$ cat src/rtl/bank_map_pkg.sv
package bank_map_pkg;
  localparam int REG_W = 5;
  localparam int CNT_W = 3;
  localparam logic [REG_W-1:0] CTRL_RESET = 5'h0C;

  typedef struct packed {
    logic             forceCtrl;
    logic             shiftIn;
    logic             commit;
    logic [1:0]       target;
    logic [CNT_W-1:0] bitPos;
    logic             dataBit;
  } shift_strobe_t;
endpackage

$ cat src/rtl/shift_ctrl.sv
module shift_ctrl
  import bank_map_pkg::*;
(
  input  logic             clk,
  input  logic             rstN,
  input  logic [15:0]      cpuAddr,
  input  logic [7:0]       cpuData,
  input  logic             cpuWe,
  output shift_strobe_t    strobe,
  output logic [CNT_W-1:0] shiftCnt
);
  localparam logic [CNT_W-1:0] LAST_POS = CNT_W'(REG_W - 1);

  logic upperHit;

  always_comb begin
    upperHit = cpuWe & cpuAddr[15];
    strobe = '0;
    strobe.bitPos  = shiftCnt;
    strobe.dataBit = cpuData[0];
    strobe.target  = cpuAddr[14:13];
    if (upperHit) begin
      if (cpuData[7]) strobe.forceCtrl = 1'b1;
      else if (shiftCnt == LAST_POS) strobe.commit = 1'b1;
      else strobe.shiftIn = 1'b1;
    end
  end

  always_ff @(posedge clk or negedge rstN) begin
    if (!rstN) shiftCnt <= '0;
    else if (strobe.forceCtrl || strobe.commit) shiftCnt <= '0;
    else if (strobe.shiftIn) shiftCnt <= shiftCnt + 1'b1;
  end
endmodule

$ cat src/rtl/bank_regs.sv
module bank_regs
  import bank_map_pkg::*;
#(
  parameter int PRG_BANKS = 8,
  parameter int CHR_BANKS = 16,
  localparam int PRG_W = (PRG_BANKS > 1) ? $clog2(PRG_BANKS) : 1,
  localparam int CHR_W = (CHR_BANKS > 1) ? $clog2(CHR_BANKS) : 1
) (
  input  logic          clk,
  input  logic          rstN,
  input  shift_strobe_t strobe,
  output logic [PRG_W-1:0] prgBankLo,
  output logic [PRG_W-1:0] prgBankHi,
  output logic [CHR_W-1:0] chrBank0,
  output logic [CHR_W-1:0] chrBank1,
  output logic [3:0]       ntPage
);
  localparam logic [REG_W-1:0] PRG_LAST = REG_W'(PRG_BANKS - 1);

  logic [REG_W-1:0] regFile [4];
  logic [REG_W-2:0] accBits;
  logic [REG_W-1:0] ctrlReg, chrA, chrB, prgReg;
  logic [REG_W-1:0] prgLoRaw, prgHiRaw, chr0Raw, chr1Raw;

  assign ctrlReg = regFile[0];
  assign chrA    = regFile[1];
  assign chrB    = regFile[2];
  assign prgReg  = regFile[3];

  always_ff @(posedge clk or negedge rstN) begin
    if (!rstN) begin
      regFile[0] <= CTRL_RESET;
      regFile[1] <= '0;
      regFile[2] <= '0;
      regFile[3] <= '0;
      accBits    <= '0;
    end else if (strobe.forceCtrl) begin
      regFile[0] <= CTRL_RESET;
      accBits    <= '0;
    end else if (strobe.commit) begin
      regFile[strobe.target] <= {strobe.dataBit, accBits};
      accBits <= '0;
    end else if (strobe.shiftIn) begin
      accBits[strobe.bitPos[1:0]] <= strobe.dataBit;
    end
  end

  always_comb begin
    case (ctrlReg[3:2])
      2'd2: begin
        prgLoRaw = '0;
        prgHiRaw = {1'b0, prgReg[3:0]};
      end
      2'd3: begin
        prgLoRaw = {1'b0, prgReg[3:0]};
        prgHiRaw = PRG_LAST;
      end
      default: begin
        prgLoRaw = {1'b0, prgReg[3:1], 1'b0};
        prgHiRaw = {1'b0, prgReg[3:1], 1'b1};
      end
    endcase
    if (ctrlReg[4]) begin
      chr0Raw = chrA;
      chr1Raw = chrB;
    end else begin
      chr0Raw = {chrA[4:1], 1'b0};
      chr1Raw = {chrA[4:1], 1'b1};
    end
  end

  assign prgBankLo = PRG_W'(int'(prgLoRaw) % PRG_BANKS);
  assign prgBankHi = PRG_W'(int'(prgHiRaw) % PRG_BANKS);
  assign chrBank0  = CHR_W'(int'(chr0Raw) % CHR_BANKS);
  assign chrBank1  = CHR_W'(int'(chr1Raw) % CHR_BANKS);

  for (genvar q = 0; q < 4; q++) begin : g_quad
    localparam logic [1:0] QIDX = 2'(q);
    always_comb begin
      case (ctrlReg[1:0])
        2'd0: ntPage[q] = 1'b0;
        2'd1: ntPage[q] = 1'b1;
        2'd2: ntPage[q] = QIDX[0];
        default: ntPage[q] = QIDX[1];
      endcase
    end
  end
endmodule

$ cat src/rtl/bank_map_ctrl.sv
module bank_map_ctrl
  import bank_map_pkg::*;
#(
  parameter int PRG_BANKS = 8,
  parameter int CHR_BANKS = 16,
  localparam int PRG_W = (PRG_BANKS > 1) ? $clog2(PRG_BANKS) : 1,
  localparam int CHR_W = (CHR_BANKS > 1) ? $clog2(CHR_BANKS) : 1
) (
  input  logic             clk,
  input  logic             rstN,
  input  logic [15:0]      cpuAddr,
  input  logic [7:0]       cpuData,
  input  logic             cpuWe,
  output logic [PRG_W-1:0] prgBankLo,
  output logic [PRG_W-1:0] prgBankHi,
  output logic [CHR_W-1:0] chrBank0,
  output logic [CHR_W-1:0] chrBank1,
  output logic [3:0]       ntPage
);
  shift_strobe_t    strobe;
  logic [CNT_W-1:0] shiftCnt;

  shift_ctrl u_ctrl (
    .clk(clk), .rstN(rstN), .cpuAddr(cpuAddr), .cpuData(cpuData),
    .cpuWe(cpuWe), .strobe(strobe), .shiftCnt(shiftCnt)
  );

  bank_regs #(.PRG_BANKS(PRG_BANKS), .CHR_BANKS(CHR_BANKS)) u_regs (
    .clk(clk), .rstN(rstN), .strobe(strobe),
    .prgBankLo(prgBankLo), .prgBankHi(prgBankHi),
    .chrBank0(chrBank0), .chrBank1(chrBank1), .ntPage(ntPage)
  );
endmodule

$ cat config.mk
export PLATFORM = sky130hd
export DESIGN_NAME = bank_map_ctrl
export DESIGN_NICKNAME = d
export VERILOG_FILES = /design/src/rtl/bank_map_pkg.sv /design/src/rtl/shift_ctrl.sv /design/src/rtl/bank_regs.sv /design/src/rtl/bank_map_ctrl.sv
export SDC_FILE = /design/constraint.sdc
export NUM_CORES = 1
export LEC_CHECK = 0
export BUFFER_PORTS_ARGS = -buffer_cell sky130_fd_sc_hd__buf_2
export CAP_MARGIN = 20
export CORE_MARGIN = 2
export CORE_UTILIZATION = 49
export CTS_CLUSTER_SIZE = 40
export DETAILED_ROUTE_END_ITERATION = 7
export PLACE_DENSITY_LB_ADDON = 0.05
export SLEW_MARGIN = 20
export SYNTH_ARGS = -nofsm -noshare
export SYNTH_HDL_FRONTEND = slang
export SYNTH_HIERARCHICAL = 1
export SYNTH_SLANG_ARGS = --single-unit
$ cat constraint.sdc
create_clock -name clk -period 2.1 [get_ports clk]
set_clock_uncertainty 0.15 [all_clocks]
set_input_delay 0.21 -clock clk [delete_from_list [all_inputs] [get_ports clk]]
set_output_delay 0.21 -clock clk [all_outputs]
set_load 0.02 [all_outputs]
==> results.cfg, run 1 <==
[status]
outcome = completed

[worst_setup_path]
end_kind = register
path_class = register to register
critical_path_buf_inv_count = 1
critPathMaxFanout = 5
cp.arrival_ns = 1.98
crit_chain = inv_1, ha_1, nand2_1, nor2_2, and4bb_4, mux2_2
critPathSlowestCell = dfrtp_1
crit_required_ns = 2.15
max_stage_delay_ns = 0.40
critPathLaunchType = register
crit_family = simple AND/OR/NAND/NOR gates

[route]
vias = 867
wirelength_um = 2270
dr.pass1.iters = 4
drtAntennaViolNets = 0
drt_iter0_markers = 13
vias_per_cell = 5.22
routedWlPerCell_um = 13.7
drc = 0

[clock_network]
cts_buffers = 3
root_buffer = clkbuf_4
clock_latency_ns = 0.31
cts.sinks = 23
clk_pin_slew_ns = 0.12
tritoncts = done
cts_max_path_buffers = 2
ctsHtreeMaxLevel = 1

[sta]
finalCritPeriodShare = 0.919
fmax_mhz = 518
worstMarginPinSlew_ns = 0.514
relSlewSlack = 0.657
min_period_ns = 1.93
final_hold_viol_count = 0
report.final.slew_viol_count = 0
rsz0062_at_grt = false
holdWs_ns = 0.0236
tns_ns = 0
setup_viol = 0

[die]
initial_core_util = 0.526
core.rowCount = 18
fp.dieW_um = 55.8
core_area_um2 = 2500
die_h_um = 55.8
ioPinCount = 45
die-area_um2 = 3110

[place]
io_buffers = 25
gp_congestion = 0.741
post-dp-hpwl_um = 1680

[power]
peakVddDrop_v = 0.000595
internal_power_mw = 0.599
powerDensity_nw_per_um2 = 550
comb_power_share = 0.156
p_leak_nw = 0.744
switching_share = 0.262
p_switching_mw = 0.212
power_frac_seq = 0.594
pwr-share-clk = 0.250

[synth]
yosys_warnings = 6
avgSynthCellArea_um2 = 11.7
netlist_area_um2 = 1310
syn-num-nets = 144
netlist_instances = 112

[cells_and_area]
antennaDiodeCount = 0
seq_area_um2 = 578
multiInputGateArea_um2 = 656
area_growth_pct = 12.2
n_fill_cell = 220
fin_util = 0.590
drive_gt1_frac = 0.426
nets = 169

[run]
max-cap-violations = 0

[hold_path]
min_path_type = primary input to register

[grt]
grt_overflow = 0
grt_pass1_wl_um = 3950
antenna_found_initial = 0
track_usage = 0.161
grt_max_degree = 24
grt_pass1_vias = 890
tightest hold or removal path, delay by kind of cell:
family,cells,cell delay [ns]
buffers and inverters,1,0.11
muxes,1,0.07
and+or+nand+nor,1,0.06
area by class of cell:
class                   count  area share
multi-input cells          75       0.445
flip-flops and latches     23       0.392
repair buffers             29       0.107
well taps                  30      0.0255
clock buffers               4      0.0178
inverters                   5      0.0127
per-layer routing:
metal / track usage / share of wire
met3: 0.0419 / 0.047
met4: 0.0418 / 0.0084
met2: 0.277 / 0.49
met5: 0 / 0
met1: 0.200 / 0.46
cells in the final DEF (no fill, tap or decap), drive strengths merged:
cell / n
and4bb: 2
dfrtp: 21
buf: 28
o311ai: 1
nand4b: 1
a21o: 3
nand2b: 9
a21boi: 1
a41o: 1
nand2: 2
dlygate4sd3: 1
or2: 1
or3b: 5
mux2i: 9
nand3: 1
ha: 5
clkbuf: 4
o2bb2ai: 2
nor3b: 2
mux2: 14
and3: 2
nor2: 6
and2: 3
nor2b: 1
dfstp: 2
nand3b: 3
a21oi: 1
inv: 5
power groups by stage:
stage               Sequential, mW  Combinational, mW  Clock, mW
floorplan                    0.486             0.0917          0
global placement             0.490              0.123          0
detailed placement           0.491              0.125          0
CTS                          0.483              0.127      0.216
global route                 0.486              0.145      0.232
finish                       0.482              0.127      0.203
final timing paths:
path	from	to	slack [ns]	cells after the start
setup / recovery	u_ctrl/shiftCnt[0]	u_regs/chrB[1]	0.17	6
hold / removal	cpuData[0]	u_regs/ctrlReg[4]	0.02	3
setup reg to reg	u_ctrl/shiftCnt[0]	u_regs/chrB[1]	0.17	6
hold reg to reg	u_regs/chrB[3]	u_regs/chrB[3]	0.37	1
max in group asynchronous	rstN	u_regs/ctrlReg[2]	1.20	2
min in group asynchronous	rstN	u_ctrl/shiftCnt[2]	0.24	2
sequential cells by signal, summed over array words and instances, names as in the netlist:
signal / count
u_ctrl/shiftCnt: 3
u_regs/accBits: 4
u_regs/chrA: 4
u_regs/chrB: 4
u_regs/ctrlReg: 5
u_regs/prgReg: 3
timing repair:
item | CTS | global route
hold buffers | 1 | 0
gates resized for setup | 0 | 1
setup buffers | 0 | 0
endpoints found under the hold margin | 21 | 0
setup endpoints to repair | 0 | 12
through the flow:
step | worst slack [ns] | instances | cell area (µm²) | power, mW
6_report | 0.170 | 166 | 1470 | 0.811
5_1_grt | 0.0627 | 166 | 1470 | 0.863
4_1_cts | 0.0942 | 166 | 1470 | 0.826
3_5_place_dp | 0.115 | 161 | 1440 | 0.616
3_3_place_gp | 0.174 | 161 | 1440 | 0.613
2_1_floorplan | 0.195 | 112 | 1310 | 0.578
Power figures use the tool's default switching activity.
==> inputs of run 2 (changes only) <==
- REMOVE_ABC_BUFFERS: not set -> 1
==> results.cfg, run 2 (synthesis results as in run 1) <==
[worst_setup_path]
crit_required_ns = 2.15
critical_path_buf_inv_count = 1
critPathLaunchType = register
cp.arrival_ns = 2.06
path_class = register to register
crit_start = u_ctrl/shiftCnt[0]
end_kind = register
ff2ff_setup_slack_ns = 0.09
crit_cells = 6
critPathSlowestCell = dfrtp_1
reg2reg_to = u_regs/chrA[2]
max_stage_delay_ns = 0.41
critPathMaxFanout = 5
crit_family = simple AND/OR/NAND/NOR gates
reg2reg_depth = 6
crit_chain = inv_1, ha_1, nand2_1, nor2_1, and4bb_4, mux2_2
crit-reg2reg-launch = u_ctrl/shiftCnt[0]

[die]
core_area_um2 = 2500
initial_core_util = 0.526
core.rowCount = 18
die_h_um = 55.8
ioPinCount = 45
fp.dieW_um = 55.8
die-area_um2 = 3110

[sta]
report.final.slew_viol_count = 0
tns_ns = 0
final_hold_viol_count = 0
fmax_mhz = 497
setup_viol = 0
rsz0062_at_grt = false
min_period_ns = 2.01
worstMarginPinSlew_ns = 0.512
holdWs_ns = 0.0816
setup_slack_ns = 0.0899
relSlewSlack = 0.659
finalCritPeriodShare = 0.957

[cells_and_area]
layout_commonest_cell = buf_2
drive_gt1_frac = 0.423
area_growth_pct = 12.9
antennaDiodeCount = 0
multiInputGateArea_um2 = 653
largest_register_ffs = 5
nets = 170
final_cell_mix = 25 x buf_2, 21 x dfrtp_1, 14 x mux2_2, 9 x nand2b_1, 9 x mux2i_1
fin_util = 0.593
n_fill_cell = 208
seq_area_um2 = 578

[clock_network]
clock_latency_ns = 0.30
tritoncts = done
clk_pin_slew_ns = 0.12
ctsHtreeMaxLevel = 1
root_buffer = clkbuf_4
cts_buffers = 3
ctsResizeCount = 0
cts_setup_buffers = 0
cts_max_path_buffers = 2
cts.sinks = 23
holdBufCountCts = 1

[hold_path]
min_path_type = primary input to register
min_path_cells = 2
holdPathEnd = u_ctrl/shiftCnt[1]
min_from = cpuAddr[15]

[grt]
grt_pass1_vias = 825
antenna_found_initial = 0
track_usage = 0.159
grt_pass1_wl_um = 3890
grt_overflow = 0
grt_max_degree = 24

[route]
dr.pass1.iters = 4
wirelength_um = 2340
drc = 0
routedWlPerCell_um = 14.0
vias = 884
vias_per_cell = 5.29
drtAntennaViolNets = 0
drt_iter0_markers = 18

[status]
outcome = completed

[place]
gp_congestion = 0.743
dpl_worst_slack_ns = 0.157
post-dp-hpwl_um = 1750
io_buffers = 25

[power]
powerDensity_nw_per_um2 = 546
p_leak_nw = 0.751
peakVddDrop_v = 0.000386
finalPower_mw = 0.810

[run]
max-cap-violations = 0
run 2: changes by cell type in the layout (fill, tap and decap cells not counted), sizes merged:
cell	before	now
clkbuf	4	3
dlygate4sd3	1	2
clkinv	0	1
run 2: metal layers:
metal  wire length, µm  share of wire  vias to the layer above  global-route usage
li1                  -              -                      434                   -
met1              1150           0.49                      427               0.219
met2              1080           0.46                       21               0.255
met3               101          0.043                        2              0.0302
met4                12         0.0051                        0              0.0418
met5                 0              0                        -                   0
run 2: cell type report:
type                    instances  area share
clock inverters                 1     0.00338
clock buffers                   3      0.0152
well taps                      30      0.0253
flip-flops and latches         23       0.390
inverters                       5      0.0127
repair buffers                 30       0.113
multi-input cells              75       0.441
run 2: worst max path at each step:
stage	endpoint	slack, ns
final	u_regs/chrA[2]	0.09
after global routing	u_regs/ctrlReg[1]	0.01
after CTS	u_regs/chrA[2]	0.12
after detailed placement	u_regs/chrA[2]	0.16
after global placement	u_regs/chrA[1]	0.16
after floorplan	u_regs/chrA[0]	0.16
run 2: worst reg2reg max path, stage by stage, from the launching register on:
cell and delay (ns):
dfrtp_1 0.41, inv_1 0.06, ha_1 0.20, nand2_1 0.11, nor2_1 0.30, and4bb_4 0.33, mux2_2 0.35
run 2: power breakdown:
| group | internal, mW | switching (mW) |
|---|---|---|
| clock network | 0.0709 | 0.127 |
| registers | 0.462 | 0.0201 |
| logic | 0.0638 | 0.0664 |
| total | 0.597 | 0.213 |
run 2: stage by stage:
step | instance area, µm² | std cells
after floorplan | 1250 | 103
after global placement | 1440 | 161
after detailed placement | 1440 | 161
after CTS | 1470 | 166
after global routing | 1480 | 167
final | 1480 | 167
==> inputs of run 3 (changes only) <==
- CORE_UTILIZATION: 49 -> 25
- PLACE_DENSITY: not set -> 0.51
- PLACE_DENSITY_LB_ADDON: 0.05 -> not set
==> results.cfg, run 3 (synthesis results as in run 1) <==
[sta]
tns_ns = 0
setup_viol = 0
report.final.slew_viol_count = 0
worstMarginPinSlew_ns = 0.527
fmax_mhz = 528
finalCritPeriodShare = 0.902
setup_slack_ns = 0.205
relSlewSlack = 0.648
min_period_ns = 1.90
final_hold_viol_count = 0
holdWs_ns = 0.0890
rsz0062_at_grt = false

[status]
outcome = completed

[route]
dr.pass1.iters = 4
drt_iter0_markers = 16
wirelength_um = 2530
drtAntennaViolNets = 0
drc = 0
routedWlPerCell_um = 12.3
vias = 867
vias_per_cell = 4.21

[cells_and_area]
largest_register_ffs = 5
area_growth_pct = 17.4
drive_gt1_frac = 0.426
n_fill_cell = 563
nets = 169
layout_commonest_cell = buf_2
antennaDiodeCount = 0
final_cell_mix = 25 x buf_2, 21 x dfrtp_1, 14 x mux2_2, 9 x nand2b_1, 9 x mux2i_1
fin_util = 0.304

[power]
comb_power_share = 0.154
pwr-share-clk = 0.299
p_switching_mw = 0.218
peakVddDrop_v = 0.000249
p_leak_nw = 0.751
internal_power_mw = 0.665
switching_share = 0.247
finalPower_mw = 0.882
powerDensity_nw_per_um2 = 572
power_frac_seq = 0.547

[grt]
grt_pass1_vias = 923
grt_overflow = 0
grt_max_degree = 24
grt_pass1_wl_um = 4380
antenna_found_initial = 0
track_usage = 0.0923

[die]
initial_core_util = 0.259
die_h_um = 76.5
die-area_um2 = 5850
fp.dieW_um = 76.5
core.rowCount = 26
ioPinCount = 45
core_area_um2 = 5070

[clock_network]
tritoncts = done
ctsHtreeMaxLevel = 1
clock_latency_ns = 0.26
cts_buffers = 3
cts.sinks = 23
clk_pin_slew_ns = 0.08
root_buffer = clkbuf_8
cts_max_path_buffers = 2

[worst_setup_path]
path_class = register to register
end_kind = register
critPathLaunchType = register
critPathMaxFanout = 9
max_stage_delay_ns = 0.38
critPathSlowestCell = dfrtp_1
cp.arrival_ns = 1.89
crit_required_ns = 2.09
crit_chain = inv_1, ha_1, nand2_1, nor2_2, and4bb_4, mux2_2

[place]
gp_congestion = 0.691
post-dp-hpwl_um = 1890
dpl_worst_slack_ns = 0.0746
io_buffers = 25

[run]
max-cap-violations = 0

[hold_path]
min_path_type = primary input to register
-- run 3: timing repair --
| item | CTS | global route |
|---|---|---|
| hold buffers | 1 | 0 |
| resized for setup | 0 | 1 |
| buffers inserted | 0 | 0 |
| endpoints found under the hold margin | 21 | 0 |
| endpoints found under the setup margin | 0 | 16 |
-- run 3: routing by layer --
metal  GRT usage  vias up  wire length [µm]
met4      0.0400        0                14
li1            -      435                 -
met1       0.125      406              1300
met5           0        -                 0
met3      0.0249        2               143
met2       0.138       24              1070
-- run 3: path summary, 6_finish.rpt --
path / cells after the start / from / slack [ns] / endpoint
setup / recovery: 6 / u_ctrl/shiftCnt[0] / 0.20 / u_regs/chrB[1]
hold / removal: 3 / cpuData[0] / 0.09 / u_regs/ctrlReg[4]
setup reg to reg: 6 / u_ctrl/shiftCnt[0] / 0.20 / u_regs/chrB[1]
hold reg to reg: 1 / u_regs/chrB[0] / 0.35 / u_regs/chrB[0]
max in group asynchronous: 2 / rstN / 1.13 / u_regs/ctrlReg[2]
min in group asynchronous: 2 / rstN / 0.30 / u_regs/chrA[2]
-- run 3: cell type report --
type	instances	area (µm²)	area share
flip-flops and latches	23	578	0.375
repair buffers	29	158	0.102
well taps	70	87.6	0.0568
multi-input cells	75	656	0.425
inverters	5	18.8	0.0122
clock buffers	4	45.0	0.0292
-- run 3: power by group through the flow --
stage	registers [mW]	clock network (mW)	logic, mW
after floorplan	0.490	0	0.0712
after global placement	0.491	0	0.126
after detailed placement	0.492	0	0.135
after CTS	0.483	0.281	0.137
after global routing	0.485	0.299	0.153
final	0.482	0.264	0.136
-- run 3: metrics by stage --
step | instance area, µm² | cells
floorplan | 1250 | 103
global placement | 1490 | 201
detailed placement | 1490 | 201
CTS | 1540 | 206
global route | 1540 | 206
finish | 1540 | 206
-- run 3: worst max-delay path: cells and delay by family (launching register included) --
kind / cells / cell delay (ns)
AND/OR/NAND/NOR: 3 / 0.69
flip-flops: 1 / 0.38
multiplexers: 1 / 0.34
adder cells (fa/ha/maj): 1 / 0.16
buffers and inverters: 1 / 0.06
